File: src/rtl/wdl_pkg.sv
package wdl_pkg;
  localparam int ADDR_W = 6;

  localparam logic [ADDR_W-1:0] A_PRE1 = 6'h00;
  localparam logic [ADDR_W-1:0] A_PRE2 = 6'h04;
  localparam logic [ADDR_W-1:0] A_KEY  = 6'h0c;
  localparam logic [ADDR_W-1:0] A_CTL  = 6'h0d;
  localparam logic [ADDR_W-1:0] A_CFG  = 6'h10;
  localparam logic [ADDR_W-1:0] A_CNT  = 6'h14;
  localparam logic [ADDR_W-1:0] A_RUN  = 6'h18;

  localparam logic [7:0] KEY_A = 8'h80;
  localparam logic [7:0] KEY_B = 8'h86;

  typedef enum logic [1:0] {UL_IDLE, UL_HALF, UL_OPEN} ul_state_e;

  // bits 5:2 of the configuration byte
  typedef struct packed {
    logic tmo_pin;
    logic rst_en;
    logic warm;
    logic coarse;
  } cfg_t;

  // bits 2:0 of the run register
  typedef struct packed {
    logic level;
    logic run;
    logic frz;
  } run_t;
endpackage

File: src/rtl/wdl_unlock.sv
module wdl_unlock
  import wdl_pkg::*;
(
  input  logic              clk_i,
  input  logic              rst_ni,
  input  logic              we_i,
  input  logic [ADDR_W-1:0] addr_i,
  input  logic [7:0]        byte_i,
  output logic              open_o
);
  ul_state_e st_q, st_d;

  always_comb begin
    st_d = st_q;
    if (we_i) begin
      if (addr_i == A_KEY) begin
        if (byte_i == KEY_A)                          st_d = UL_HALF;
        else if (st_q == UL_HALF && byte_i == KEY_B)  st_d = UL_OPEN;
        else                                          st_d = UL_IDLE;
      end else begin
        st_d = UL_IDLE;  // guarded write consumes key; others break it
      end
    end
  end

  always_ff @(posedge clk_i or negedge rst_ni) begin
    if (!rst_ni) st_q <= UL_IDLE;
    else         st_q <= st_d;
  end

  assign open_o = (st_q == UL_OPEN);
endmodule

File: src/rtl/wdl_regs.sv
module wdl_regs
  import wdl_pkg::*;
#(
  parameter int DW = 32,
  parameter int CW = 24
) (
  input  logic              clk_i,
  input  logic              rst_ni,
  input  logic              we_i,
  input  logic [ADDR_W-1:0] addr_i,
  input  logic [DW-1:0]     wdata_i,
  input  logic              open_i,
  input  logic              fire_i,
  input  logic [CW-1:0]     cnt_i,
  output logic [CW-1:0]     pre1_o,
  output logic [CW-1:0]     pre2_o,
  output cfg_t              cfg_o,
  output run_t              run_o,
  output logic              flag_o,
  output logic              reload_o,
  output logic              start_o
  ,output logic [DW-1:0]    rdata_o
);
  logic prot, wr_pre1, wr_pre2, wr_cfg, wr_run, clr;
  logic unused_wdata;

  assign unused_wdata = ^wdata_i;

  assign prot    = we_i & open_i &
                   (addr_i == A_PRE1 || addr_i == A_PRE2 || addr_i == A_CTL);
  assign wr_pre1 = prot & (addr_i == A_PRE1) & ~run_o.frz;
  assign wr_pre2 = prot & (addr_i == A_PRE2) & ~run_o.frz;
  assign wr_cfg  = we_i & (addr_i == A_CFG) & ~run_o.frz;
  assign wr_run  = we_i & (addr_i == A_RUN) & ~run_o.frz;
  assign reload_o = prot & (addr_i == A_CTL) & wdata_i[0];
  assign clr      = prot & (addr_i == A_CTL) & wdata_i[1];
  assign start_o  = wr_run & wdata_i[1] & ~run_o.run;

  always_ff @(posedge clk_i or negedge rst_ni) begin
    if (!rst_ni) begin
      pre1_o <= '0;
      pre2_o <= '0;
      cfg_o  <= '0;
      run_o  <= '0;
      flag_o <= 1'b0;
    end else begin
      if (wr_pre1) pre1_o <= wdata_i[CW-1:0];
      if (wr_pre2) pre2_o <= wdata_i[CW-1:0];
      if (wr_cfg)  cfg_o  <= cfg_t'(wdata_i[5:2]);
      if (wr_run)  run_o  <= run_t'(wdata_i[2:0]);
      if (fire_i)   flag_o <= 1'b1;   // set beats clear
      else if (clr) flag_o <= 1'b0;
    end
  end

  always_comb begin
    rdata_o = '0;
    unique case (addr_i)
      A_PRE1: rdata_o[CW-1:0] = pre1_o;
      A_PRE2: rdata_o[CW-1:0] = pre2_o;
      A_CTL:  rdata_o[1]      = flag_o;
      A_CFG:  rdata_o[5:2]    = cfg_o;
      A_CNT:  rdata_o[CW-1:0] = cnt_i;
      A_RUN:  rdata_o[2:0]    = run_o;
      default: rdata_o = '0;
    endcase
  end
endmodule

File: src/rtl/wdl_core.sv
module wdl_core #(
  parameter int CW          = 24,
  parameter int COARSE_LOG2 = 15,
  parameter int FINE_LOG2   = 5,
  parameter int RST_CYC     = 16
) (
  input  logic          clk_i,
  input  logic          rst_ni,
  input  logic          run_i,
  input  logic          coarse_i,
  input  logic          rst_en_i,
  input  logic          load_i,
  input  logic [CW-1:0] pre1_i,
  input  logic [CW-1:0] pre2_i,
  output logic [CW-1:0] cnt_o,
  output logic          fire_o,
  output logic          pulse_o
);
  localparam int PW = COARSE_LOG2;
  localparam int RW = $clog2(RST_CYC + 1);
  localparam logic [PW-1:0] LIM_C = '1;
  localparam logic [PW-1:0] LIM_F = PW'((1 << FINE_LOG2) - 1);

  logic [PW-1:0] pres_q, lim;
  logic [RW-1:0] rp_q;
  logic          stage2_q, tick;

  if (FINE_LOG2 >= COARSE_LOG2) begin : g_one_div
    logic unused_sel;
    assign unused_sel = coarse_i;
    assign lim = LIM_C;
  end else begin : g_two_div
    assign lim = coarse_i ? LIM_C : LIM_F;
  end

  assign tick   = run_i & (pres_q == lim);
  assign fire_o = tick & stage2_q & (cnt_o == '0) & ~load_i;

  always_ff @(posedge clk_i or negedge rst_ni) begin
    if (!rst_ni) begin
      cnt_o    <= '0;
      stage2_q <= 1'b0;
      pres_q   <= '0;
    end else if (load_i) begin
      cnt_o    <= pre1_i;
      stage2_q <= 1'b0;
      pres_q   <= '0;
    end else if (!run_i) begin
      pres_q <= '0;
    end else if (tick) begin
      pres_q <= '0;
      if (cnt_o != '0) begin
        cnt_o <= cnt_o - CW'(1);
      end else if (!stage2_q) begin
        cnt_o    <= pre2_i;
        stage2_q <= 1'b1;
      end else begin
        cnt_o    <= pre1_i;
        stage2_q <= 1'b0;
      end
    end else begin
      pres_q <= pres_q + PW'(1);
    end
  end

  always_ff @(posedge clk_i or negedge rst_ni) begin
    if (!rst_ni)                rp_q <= '0;
    else if (fire_o && rst_en_i) rp_q <= RW'(RST_CYC);
    else if (rp_q != '0)        rp_q <= rp_q - RW'(1);
  end

  assign pulse_o = (rp_q != '0);
endmodule

File: src/rtl/wdl_wdog.sv
module wdl_wdog
  import wdl_pkg::*;
#(
  parameter int DW          = 32,
  parameter int CW          = 24,
  parameter int COARSE_LOG2 = 15,
  parameter int FINE_LOG2   = 5,
  parameter int RST_CYC     = 16
) (
  input  logic              clk_i,
  input  logic              rst_ni,
  input  logic [ADDR_W-1:0] addr_i,
  input  logic [DW-1:0]     wdata_i,
  input  logic              we_i,
  output logic [DW-1:0]     rdata_o,
  output logic              timeout_o,
  output logic              wdt_rst_o,
  output logic              rst_warm_o
);
  logic          ul_open, fire, flag, pulse, reload, start;
  logic [CW-1:0] pre1, pre2, cnt;
  cfg_t          cfg;
  run_t          run;

  wdl_unlock u_unlock (
    .clk_i  (clk_i),
    .rst_ni (rst_ni),
    .we_i   (we_i),
    .addr_i (addr_i),
    .byte_i (wdata_i[7:0]),
    .open_o (ul_open)
  );

  wdl_regs #(.DW(DW), .CW(CW)) u_regs (
    .clk_i    (clk_i),
    .rst_ni   (rst_ni),
    .we_i     (we_i),
    .addr_i   (addr_i),
    .wdata_i  (wdata_i),
    .open_i   (ul_open),
    .fire_i   (fire),
    .cnt_i    (cnt),
    .pre1_o   (pre1),
    .pre2_o   (pre2),
    .cfg_o    (cfg),
    .run_o    (run),
    .flag_o   (flag),
    .reload_o (reload),
    .start_o  (start),
    .rdata_o  (rdata_o)
  );

  wdl_core #(
    .CW(CW), .COARSE_LOG2(COARSE_LOG2), .FINE_LOG2(FINE_LOG2), .RST_CYC(RST_CYC)
  ) u_core (
    .clk_i    (clk_i),
    .rst_ni   (rst_ni),
    .run_i    (run.run),
    .coarse_i (cfg.coarse),
    .rst_en_i (cfg.rst_en),
    .load_i   (reload | start),
    .pre1_i   (pre1),
    .pre2_i   (pre2),
    .cnt_o    (cnt),
    .fire_o   (fire),
    .pulse_o  (pulse)
  );

  assign wdt_rst_o  = pulse;
  assign rst_warm_o = pulse & cfg.warm;
  assign timeout_o  = cfg.tmo_pin & (run.level ? flag : pulse);
endmodule

File: config.mk
export PLATFORM = sky130hd
export DESIGN_NAME = wdl_wdog
export DESIGN_NICKNAME = d
export VERILOG_FILES = /design/src/rtl/wdl_pkg.sv /design/src/rtl/wdl_unlock.sv /design/src/rtl/wdl_regs.sv /design/src/rtl/wdl_core.sv /design/src/rtl/wdl_wdog.sv
export SDC_FILE = /design/constraint.sdc
export NUM_CORES = 1
export LEC_CHECK = 0
export BUFFER_PORTS_ARGS = -buffer_cell sky130_fd_sc_hd__buf_4
export CORE_UTILIZATION = 40
export DETAILED_ROUTE_END_ITERATION = 8
export HOLD_SLACK_MARGIN = 0.1
export RECOVER_POWER = 50
export SLEW_MARGIN = 10
export SYNTH_ARGS = -nofsm -noshare
export SYNTH_HDL_FRONTEND = slang
export SYNTH_HIERARCHICAL = 1
export SYNTH_SLANG_ARGS = --single-unit
File: constraint.sdc
create_clock -name clk_i -period 4.6 [get_ports clk_i]
set_input_delay 0.92 -clock clk_i [delete_from_list [all_inputs] [get_ports clk_i]]
set_output_delay 0.92 -clock clk_i [all_outputs]
set_load 0.01 [all_outputs]
=== Word level (Yosys, flattened, before mapping) ===
Index checks and enable logic that the tools add are counted.

* Register bits after elaboration: 103
* Input port bits: 41
* Word-level logic and storage cells: 96

* $add $sub $neg: 3
* Equality and inequality tests: 12
* Muxes and demuxes: 27
* Bitwise gates (word level): 25
* Reductions and logical operators: 14

{| class="wikitable"
|+ Operators with widths
! cell !! number
|-
| 24-bit two-way mux || 5
|-
| 15-bit two-way mux || 4
|-
| 18-bit one-hot mux with 3 select lines || 1
|-
| 24-bit zero test || 1
|-
| 24-bit nonzero test || 1
|-
| 24-bit by 1-bit subtractor with 24-bit output, second input constant || 1
|-
| 1-bit AND || 21
|-
| 6-bit by 5-bit == test with 1-bit output, second input constant || 3
|-
| 8-bit == test, second input constant || 2
|-
| 15-bit by 1-bit adder with 15-bit output, second input constant || 1
|-
| 15-bit == test || 1
|-
| 6-bit by 4-bit == test with 1-bit output, second input constant || 2
|-
| 3-bit one-hot mux with 4 select lines || 1
|-
| 5-bit two-way mux || 2
|-
| 1-bit one-hot mux with 5 select lines || 2
|-
| 1-bit two-way mux || 8
|-
| 2-bit nonzero test || 4
|-
| 6-bit by 3-bit == test with 1-bit output, second input constant || 1
|-
| 6-bit zero test || 1
|-
| 2-bit two-way mux || 3
|-
| 5-bit nonzero test || 1
|-
| 5-bit by 1-bit subtractor with 5-bit output, second input constant || 1
|-
| 1-bit one-hot mux with 4 select lines || 1
|-
| 1-bit NOT || 3
|-
| 8 further kinds || 10
|}

=== Depth between registers and ports, before layout ===
Gate-level depths: netlist (run 1).

* Word-level depth: 11
* Gate-level depth with buffers: 11
* Gate-level depth less buffers: 9

=== Cells and area by module ===
Netlist (run 1), hierarchy kept.

{| class="wikitable"
|+ Modules (own cells, without submodules)
! module !! times used !! cells each !! area each (um2)
|-
| wdl_core || 1 || 340 || 3060.4
|-
| wdl_regs || 1 || 263 || 2949.1
|-
| wdl_unlock || 1 || 15 || 138.9
|-
| wdl_wdog || 1 || 4 || 28.8
|}

=== Worst setup path before layout (run 1) ===
No wires, ideal clock.

* Kind: input to output
* Start: input addr_i[5]
* End: output rdata_o[14]
* Data arrival time: 1.885 ns
* Data required time: 3.680 ns
* Path slack: 1.795 ns
* Cell stages on the path: 5
* Path through: nor2_2 buf_2 buf_1 nand3_1 nand3_1

* Cells in the longest elaborated chain, start to end: 2

{| class="wikitable"
|+ RTL lines
! item !! RTL line !! source
|-
| start, declared || wdl_wdog.sv:12 || <nowiki>input logic [ADDR_W-1:0] addr_i,</nowiki>
|-
| 6-bit by 5-bit == test with 1-bit output (tied with other cells) || wdl_regs.sv:58 || <nowiki>unique case (addr_i)</nowiki>
|-
| 18-bit one-hot mux with 3 select lines (*) || wdl_regs.sv:58 ||
|-
| end, declared || wdl_wdog.sv:15 || <nowiki>output logic [DW-1:0] rdata_o,</nowiki>
|}

Every way passes the cells marked *; elsewhere a longest branch is shown, timed or not.

=== Worst setup path after layout (run 1) ===
* Start: input addr_i[5]
* End: output rdata_o[21]

Same word-level chain as after synthesis.

==> impl_metrics.ini, run 1 <==
[floorplan]
design.portCount = 76
die_w_um = 126.3
die_y_um = 126.3
initial_utilization_pct = 40.78
dieArea_um2 = 15940
core-area_um2 = 15150
std_cell_rows = 45

[logic_synthesis]
synth_cell_types = 72
synth-simple-area-share_pct = 24.99
synth_xor_area_share_pct = 2.694
avgSynthCellArea_um2 = 9.931
synth_compound_area_share_pct = 9.236
synth_top_family_by_area = simple AND/OR/NAND/NOR gates
synth-main-ff-cell = dfrtp_1
yosys.area.top_type = dfrtp_1
synth.most_common_cell = nand3_1
ys_ff_latch = 103
yosys-top-cells-count = nand3_1 (115), dfrtp_1 (103), mux2_2 (50)
ys_seq_area_share_pct = 41.73
synth_area_leaders = dfrtp_1 (42%), nand3_1 (9.3%), mux2_2 (9.1%), mux2i_1 (4.2%), nor2_1 (2.3%)
async_flop_share_pct = 100.0
yosys-mux-area-fraction_pct = 15.03
synth_adder_area_share_pct = 0.8102
synthCells = 622
ys.warnings.count = 6
syn_area_um2 = 6177
yosysTopAreaCellShare_pct = 41.73
synth-edff-count = 0

[setup_path]
worstRegToRegCells = 7
path_delay_family = simple AND/OR/NAND/NOR gates
worst_setup_path_end_kind = primary output
cp_data_required_time_ns = 3.68
critPathCapture = rdata_o[21]
startpoint = addr_i[5]
r2r-start = u_core/cnt_o[2]
critical-path-max-stage-delay_ns = 0.52
critical_path.cell_chain = buf_4, nor2_4, buf_4, nand3_1, nand3_1, buf_4
crit_path_frequent_cell = buf_4
path_depth = 6
timing.critical_path.buf_inv = 3
cp_data_arrival_time_ns = 2.47
r2r_setup_slack_ns = 1.38
rr_endpoint = u_regs/flag_o
crit_slowest_cell = nor2_4
cp_max_fo = 26
path_class = input port to primary output
cp-start-kind = input port

[clocking]
clockRootBuffer = clkbuf_16
cts_setup_buffers = 0
cts_buffers = 9
clockBufferDepth = 2
clock_latency_ns = 0.36
cts_tree = yes
htreeDepth = 3
hold_buffers = 0
cts_sinks = 103
cts_resized = 0
clk_pin_slew_ns = 0.07

[global_route]
grt_max_degree = 79
antenna_found_initial = 0
grt_pass1_wl_mm = 26.32
grt_overflow_total = 0
grt.total_usage_pct = 21.01
grt_pass1_vias = 5035

[run_status]
status = finished, violations left
violations = max-capacitance violations, max-slew violations

[power]
leakage_nw = 3.163
power_density_nw_per_um2 = 284.9
ir_drop_v = 0.0002015

[sta]
min_period_ns = 3.386
slew_headroom_pct = -33.65
skew_ns = 0.007317
finalMaxSlewViolations = 79
postLayoutSetupSlackWorst_ns = 1.214
min_period_over_period_pct = 73.60
rsz0062_at_grt = false
worst_pin_slew_ns = 2.005
fin_setup_tns_ns = 0
report.final.hold_viol_count = 0
setup_viol = 0
fmax_ghz = 0.2954

[placed_design]
numPortBuffers = 59
pre_cts_ws_ns = 1.234
hpwl_mm = 10.49
dp_cells = 840
placed_area_um2 = 6688
routabilityCongestion = 0.8341

[cells_and_area]
layout-drive-gt1-share_pct = 23.54
syn2layout_area_growth_pct = 12.25
fillers = 1460
post-route-cell-area_um2 = 6934
final_nets = 708
regArea_um2 = 2577
antennaDiodeCount = 0
stdcell_count = 855
fin_util_pct = 45.78
multi_input_area_um2 = 3256

[detailed_routing]
vias = 4997
drt-pass1-iter-count = 5
wirelength_mm = 15.78
final_antenna_net_count = 0
first_iter_violations = 264
avgViaCountPerCell = 5.844
wire_per_inst_um = 18.46
drt_drc_violations_left = 0

[job]
cap_violations = 1

[worst_hold_path]
hp-class = register to register
hold_path_depth = 1
==> flip-flops by register name (all words and copies together) (netlist names) <==
signal / flops
u_core/cnt_o: 24
u_core/pres_q: 15
u_core/rp_q: 5
u_core/stage2_q: 1
u_regs/cfg_o: 4
u_regs/flag_o: 1
u_regs/pre1_o: 24
u_regs/pre2_o: 24
u_regs/run_o: 3
u_unlock/st_q: 2
==> how the worst min path moves through the flow <==
| stage | startpoint | end |
|---|---|---|
| 2_1_floorplan | u_core/pres_q[0] | u_core/pres_q[0] |
| 3_3_place_gp | u_core/pres_q[0] | u_core/pres_q[0] |
| 3_5_place_dp | u_core/pres_q[0] | u_core/pres_q[0] |
| 4_1_cts | u_core/pres_q[0] | u_core/pres_q[0] |
| 5_1_grt | u_core/pres_q[0] | u_core/pres_q[0] |
| 6_report | u_core/pres_q[0] | u_core/pres_q[0] |
==> worst reg2reg max path, stage by stage, from the launching register on <==
cell	delay [ns]
dfrtp_1	0.46
or4_1	0.72
nor4_1	0.62
and3_1	0.52
nand2_1	0.23
nor3b_1	0.34
nand2b_1	0.15
o22a_1	0.11
==> placed cells by master, fill, tap and decap left out, drive strengths merged, types with 17 or more instances in the layout <==
cell type    n
nand3      116
dfrtp      103
buf         66
mux2        58
nor2        39
nand2       28
mux2i       26
a21oi       21
nand4       17
==> layout make-up <==
class	count	share of cell area, %
multi-input combinational	464	46.95
sequential	103	37.17
timing repair buffer	69	7.326
clock buffer	10	3.446
tap	188	3.392
inverter	16	0.8661
clock inverter	5	0.8481
==> per-stage QoR <==
stage | power (mW) | hold slack, ns
after floorplan | 1.126 | 0.4553
after global routing | 2.059 | 0.5032
final | 1.975 | 0.4827
after detailed placement | 1.218 | 0.4789
after CTS | 1.997 | 0.4874
after global placement | 1.209 | 0.4766
==> routing by layer <==
layer  global-route usage, %  wire length [um]  up-vias
li1                        -                 -     2355
met5                       0                 0        -
met2                   35.62              7807      117
met3                   3.229               610       16
met1                   27.14              7130     2509
met4                   7.654               237        0
==> cells by family (layout without fill, tap and decap cells) <==
family                   Yosys count  after routing
other                              1              8
adder cells (fa/ha/maj)            4              4
buffers and inverters             62            100
AND/OR/NAND/NOR                  266            266
AO/OA/AOI/OAI                     83             83
XOR/XNOR                          19             19
multiplexers                      84             84
flip-flops                       103            103
==> report_power, final <==
group | switching, mW | internal [mW]
Sequential | 0.0606 | 0.942
Clock | 0.345 | 0.434
Combinational | 0.109 | 0.0840
Note: power is estimated with default switching activity, not from simulation.
==> run 2: changes to the inputs <==
clock period = 2.9 ns   (was 4.6 ns; I/O delays follow)
==> run 2 against run 1 <==
The flow still finishes with violations (max-capacitance violations, max-slew violations). Combinational power rose by 67%. Largest power group unchanged. Via count rose by 1.9%. Cell count rose by 1.6%. Critical path depth rose by 1.
==> impl_metrics.ini, run 2 (synthesis results as in run 1) <==
[clocking]
cts_sinks = 103
clock_latency_ns = 0.36
clockRootBuffer = clkbuf_16
htreeDepth = 3
clockBufferDepth = 2
cts_resized = 0
cts_tree = yes
cts_buffers = 9
hold_buffers = 0
cts_setup_buffers = 0
clk_pin_slew_ns = 0.07

[sta]
rsz0062_at_grt = false
worst_pin_slew_ns = 2.145
whs_ns = 0.4525
postLayoutSetupSlackWorst_ns = 0.2998
slew_headroom_pct = -43.01
report.final.hold_viol_count = 0
fmax_ghz = 0.3846
finalMaxSlewViolations = 37
setup_viol = 0
skew_ns = 0.008894
fin_setup_tns_ns = 0
min_period_ns = 2.600
min_period_over_period_pct = 89.66

[placed_design]
dp_cells = 854
numPortBuffers = 59
hpwl_mm = 10.72
routabilityCongestion = 0.8486
placed_area_um2 = 6843
pre_cts_ws_ns = 0.1564

[setup_path]
cp_max_fo = 25
rr_endpoint = u_core/cnt_o[7]
critical_path.cell_chain = or4_1, nor4_4, and3_1, buf_4, o21ai_0, o2bb2ai_1, o21ai_1
critical-path-max-stage-delay_ns = 0.65
worst_setup_path_end_kind = register
crit_slowest_cell = or4_1
path_class = register to register
r2r-start = u_core/cnt_o[2]
timing.critical_path.buf_inv = 1
worstRegToRegCells = 7
cp_data_arrival_time_ns = 2.88
cp-start-kind = register
path_delay_family = simple AND/OR/NAND/NOR gates
cp_data_required_time_ns = 3.18
r2r_setup_slack_ns = 0.30

[cells_and_area]
antennaDiodeCount = 0
reg_top3 = u_core/cnt_o x24, u_regs/pre1_o x24, u_regs/pre2_o x24
layout_commonest_cell = nand3_1
mostFrequentLayoutCells = nand3_1 (116), dfrtp_1 (103), buf_4 (76), mux2_2 (50), nor2_1 (38)
post-route-cell-area_um2 = 7104
syn2layout_area_growth_pct = 15.01
stdcell_count = 869
layout-drive-gt1-share_pct = 24.96
fin_util_pct = 46.91
final_nets = 722

[detailed_routing]
top_layer = met4
final_antenna_net_count = 0
vias = 5090
drt_drc_violations_left = 0
wire_per_inst_um = 18.49
wl_met3_um = 541
wl_met1_mm = 7.229
wirelength_mm = 16.07
wl_met2_mm = 7.995
drt-pass1-iter-count = 7
avgViaCountPerCell = 5.857
first_iter_violations = 280

[floorplan]
die_w_um = 126.3
initial_utilization_pct = 40.78
std_cell_rows = 45
core-area_um2 = 15150
dieArea_um2 = 15940
die_y_um = 126.3
design.portCount = 76

[global_route]
grt_max_degree = 48
grt_overflow_total = 0
antenna_found_initial = 0
grt.total_usage_pct = 21.41
grt_pass1_vias = 5189
grt_pass1_wl_mm = 26.80

[power]
netSwitchingFraction_pct = 24.96
leakage_nw = 3.245
ir_drop_v = 0.0002836
power_density_nw_per_um2 = 452.8
power_switching_mw = 0.8029
seq_power_share_pct = 49.4
internal-power_mw = 2.414
power_mw = 3.217
p_clk_share_pct = 40.5
comb_power_share_pct = 10.0

[worst_hold_path]
hold_end = u_unlock/st_q[0]
min_from = we_i
hp-class = input port to register
hold_path_depth = 2

[run_status]
violations = max-capacitance violations, max-slew violations
status = finished, violations left

[job]
cap_violations = 1
==> run 2: cell count changes in the layout (fill, tap and decap cells not counted), moves of 2 or more <==
cell        change
o21ai_1         +2
o21ai_0         -2
clkinvlp_4      -2
buf_4          +10
buf_12          +4
==> run 2: final cells by class <==
cell class	instances	area [um2]
clock buffer	11	242.7
inverter	16	60.06
clock inverter	4	70.07
fill	1438	8041
sequential	103	2577
tap	188	235.2
multi-input combinational	464	3256
timing repair buffer	83	663.1
==> run 2: worst max path at each step <==
stage / startpoint / to / slack, ns / cells after the start
after detailed placement: addr_i[2] / u_core/pres_q[9] / 0.16 / 8
final: u_core/cnt_o[2] / u_core/cnt_o[7] / 0.30 / 7
after global routing: u_core/cnt_o[2] / u_core/cnt_o[17] / 0.11 / 7
after floorplan: addr_i[5] / u_regs/flag_o / 0.57 / 10
after CTS: u_core/cnt_o[2] / u_core/cnt_o[7] / 0.30 / 7
after global placement: addr_i[2] / u_core/pres_q[4] / 0.19 / 8
==> run 2: power groups by stage <==
stage | Combinational, mW | Clock [mW] | Sequential [mW]
2_1_floorplan | 0.204 | 0 | 1.58
3_3_place_gp | 0.319 | 0 | 1.61
3_5_place_dp | 0.328 | 0 | 1.61
4_1_cts | 0.330 | 1.33 | 1.59
5_1_grt | 0.354 | 1.37 | 1.60
6_report | 0.322 | 1.30 | 1.59
==> run 2: layer usage <==
metal | global-route usage, % | up-vias
li1 | - | 2388
met1 | 27.33 | 2553
met2 | 37.21 | 130
met3 | 2.506 | 19
met4 | 8.009 | 0
met5 | 0 | -
==> run 3: changes to the inputs <==
CAP_MARGIN = 20   (was unset)
SYNTH_HIERARCHICAL = unset   (was 1)
==> run 3 against run 2 <==
Clock skew shrank 0.0015 ns. Die area shrank 2.3%. Sequential share of layout area grew 0.17 points. Largest cell class unchanged. The flow finishes with violations (design-rule violations). Power shrank 1.1%. Sequential cell count is the same. Non-clock buffer count grew 7.
==> impl_metrics.ini, run 3 <==
[sta]
worst_pin_slew_ns = 1.447
setup_viol = 0
slew_headroom_pct = 3.529
min_period_ns = 2.651
report.final.hold_viol_count = 0
min_period_over_period_pct = 91.42
fmax_ghz = 0.3772
finalMaxSlewViolations = 0
fin_setup_tns_ns = 0
rsz0062_at_grt = false
skew_ns = 0.007346

[logic_synthesis]
synth-edff-count = 0
ys.warnings.count = 0
synth_cell_types = 68
synth_area_leaders = dfrtp_1 (43%), mux2_2 (10%), mux2i_1 (3.8%), a222oi_1 (3.2%), a21oi_1 (2.9%)
synth.most_common_cell = dfrtp_1
synth-main-ff-cell = dfrtp_1
ys_seq_area_share_pct = 42.71
yosys-top-cells-count = dfrtp_1 (103), mux2_2 (55), nor2_1 (42)
ys_ff_latch = 103
yosysTopAreaCellShare_pct = 42.71
async_flop_share_pct = 100.0
avgSynthCellArea_um2 = 9.991
syn_area_um2 = 6035
yosys.area.top_type = dfrtp_1
synthCells = 604

[floorplan]
initial_utilization_pct = 41.21
die_w_um = 124.8
design.portCount = 76
dieArea_um2 = 15580
core-area_um2 = 14640
std_cell_rows = 44
die_y_um = 124.8

[placed_design]
routabilityCongestion = 0.8085
dp_cells = 837
hpwl_mm = 11.11
numPortBuffers = 59

[clocking]
cts_buffers = 9
cts_sinks = 103
clock_latency_ns = 0.36
cts_setup_buffers = 0
clk_pin_slew_ns = 0.07
hold_buffers = 0
htreeDepth = 3
cts_tree = yes
cts_resized = 0
clockBufferDepth = 2
clockRootBuffer = clkbuf_16

[setup_path]
cp-start-kind = register
cp_data_arrival_time_ns = 2.90
r2r-start = u_core.cnt_o[0]
cp_data_required_time_ns = 3.15
path_class = register to register
worst_setup_path_end_kind = register
cp_max_fo = 10
startpoint = u_core.cnt_o[0]

[cells_and_area]
syn2layout_area_growth_pct = 17.17
stdcell_count = 852
layout_commonest_cell = dfrtp_1
final_nets = 710
antennaDiodeCount = 0
fin_util_pct = 48.28
layout-drive-gt1-share_pct = 25.45
fillers = 1331
mostFrequentLayoutCells = dfrtp_1 (103), buf_4 (81), mux2_2 (55), nor2_1 (41), a21oi_1 (35)
reg_top3 = u_core.cnt_o x24, u_regs.pre1_o x24, u_regs.pre2_o x24

[job]
cap_violations = 0

[worst_hold_path]
hp-class = input port to register
min_from = we_i

[detailed_routing]
final_antenna_net_count = 0
vias = 5147
wirelength_mm = 16.25
wire_per_inst_um = 19.07
drt-pass1-iter-count = 9
avgViaCountPerCell = 6.041
first_iter_violations = 501
drt_drc_violations_left = 10

[power]
leakage_nw = 3.277
ir_drop_v = 0.0002859
power_density_nw_per_um2 = 450.0
power_mw = 3.182

[global_route]
grt_pass1_wl_mm = 27.01
grt_pass1_vias = 5086
grt_overflow_total = 0
grt_max_degree = 56
grt.total_usage_pct = 21.88
antenna_found_initial = 0

[run_status]
status = finished, violations left
violations = design-rule violations
[run 3: changes by cell type after synthesis, moves of 7 or more]
cell and change:
a21oi_1 +14, o21ai_1 -11, inv_1 +12, nor2b_1 +7, a222oi_1 +19, o21ai_0 +10
nand3_1 -89, clkbuf_1 +11, a22oi_1 +8, nor3_1 +9
[run 3: logic make-up (layout without fill, tap and decap cells)]
group / Yosys count / count (layout) / synth area share [%]
compound gates: 130 / 130 / 16.34
xor+xnor: 23 / 23 / 3.338
fa+ha+maj: 5 / 5 / 1.037
buf+inv: 75 / 132 / 5.702
flops: 103 / 103 / 42.71
mux: 78 / 78 / 14.08
other cells: 1 / 8 / 0.06214
simple gates: 189 / 189 / 16.73
[run 3: where the power goes]
group | internal, mW | switching [mW]
Clock | 0.838 | 0.540
Combinational | 0.117 | 0.140
Sequential | 1.48 | 0.0694
Total | 2.43 | 0.749
[run 3: area by class of cell]
type / count / area [um2] / share of cell area, %
Sequential cell: 103 / 2577 / 36.45
Inverter: 27 / 101.3 / 1.433
Timing Repair Buffer: 90 / 680.7 / 9.627
Tap cell: 184 / 230.2 / 3.256
Multi-Input combinational cell: 433 / 3153 / 44.59
Clock inverter: 4 / 95.09 / 1.345
Clock buffer: 11 / 232.7 / 3.291
[run 3: path summary, 6_finish.rpt]
| path | to | slack, ns | depth (start not counted) |
|---|---|---|---|
| worst min-delay path | u_unlock.st_q[0] | 0.44 | 2 |
| worst min register to register | u_core.pres_q[0] | 0.49 | 1 |
| worst max-delay path | u_core.cnt_o[19] | 0.25 | 8 |
| worst max register to register | u_core.cnt_o[19] | 0.25 | 8 |
| min in group asynchronous | u_core.pres_q[0] | 0.55 | 1 |
| max in group asynchronous | u_core.cnt_o[10] | 0.77 | 2 |
[run 3: layer usage]
layer	GRT usage (%)	part of all wire, %	up-vias
met5	0	0	-
met4	7.747	1.7	0
met3	2.792	5.9	20
met2	34.93	46	174
met1	30.53	46	2581
li1	-	-	2372
[run 3: critical path: stages, from the launching register on]
cell and delay (ns):
dfrtp_1 0.43, inv_1 0.13, ha_1 0.15, or4b_2 0.65
or3_1 0.33, buf_4 0.20, a2111oi_0 0.41, a311o_1 0.18
a21oi_1 0.06
[run 3: stage by stage]
step / setup WS, ns / hold WS [ns] / area (um2)
global placement: 0.2171 / 0.4624 / 6780
detailed placement: 0.2173 / 0.4819 / 6780
CTS: 0.2531 / 0.1404 / 7108
floorplan: 0.4023 / 0.2844 / 6061
global route: 0.07547 / 0.4588 / 7071
finish: 0.2488 / 0.4436 / 7071
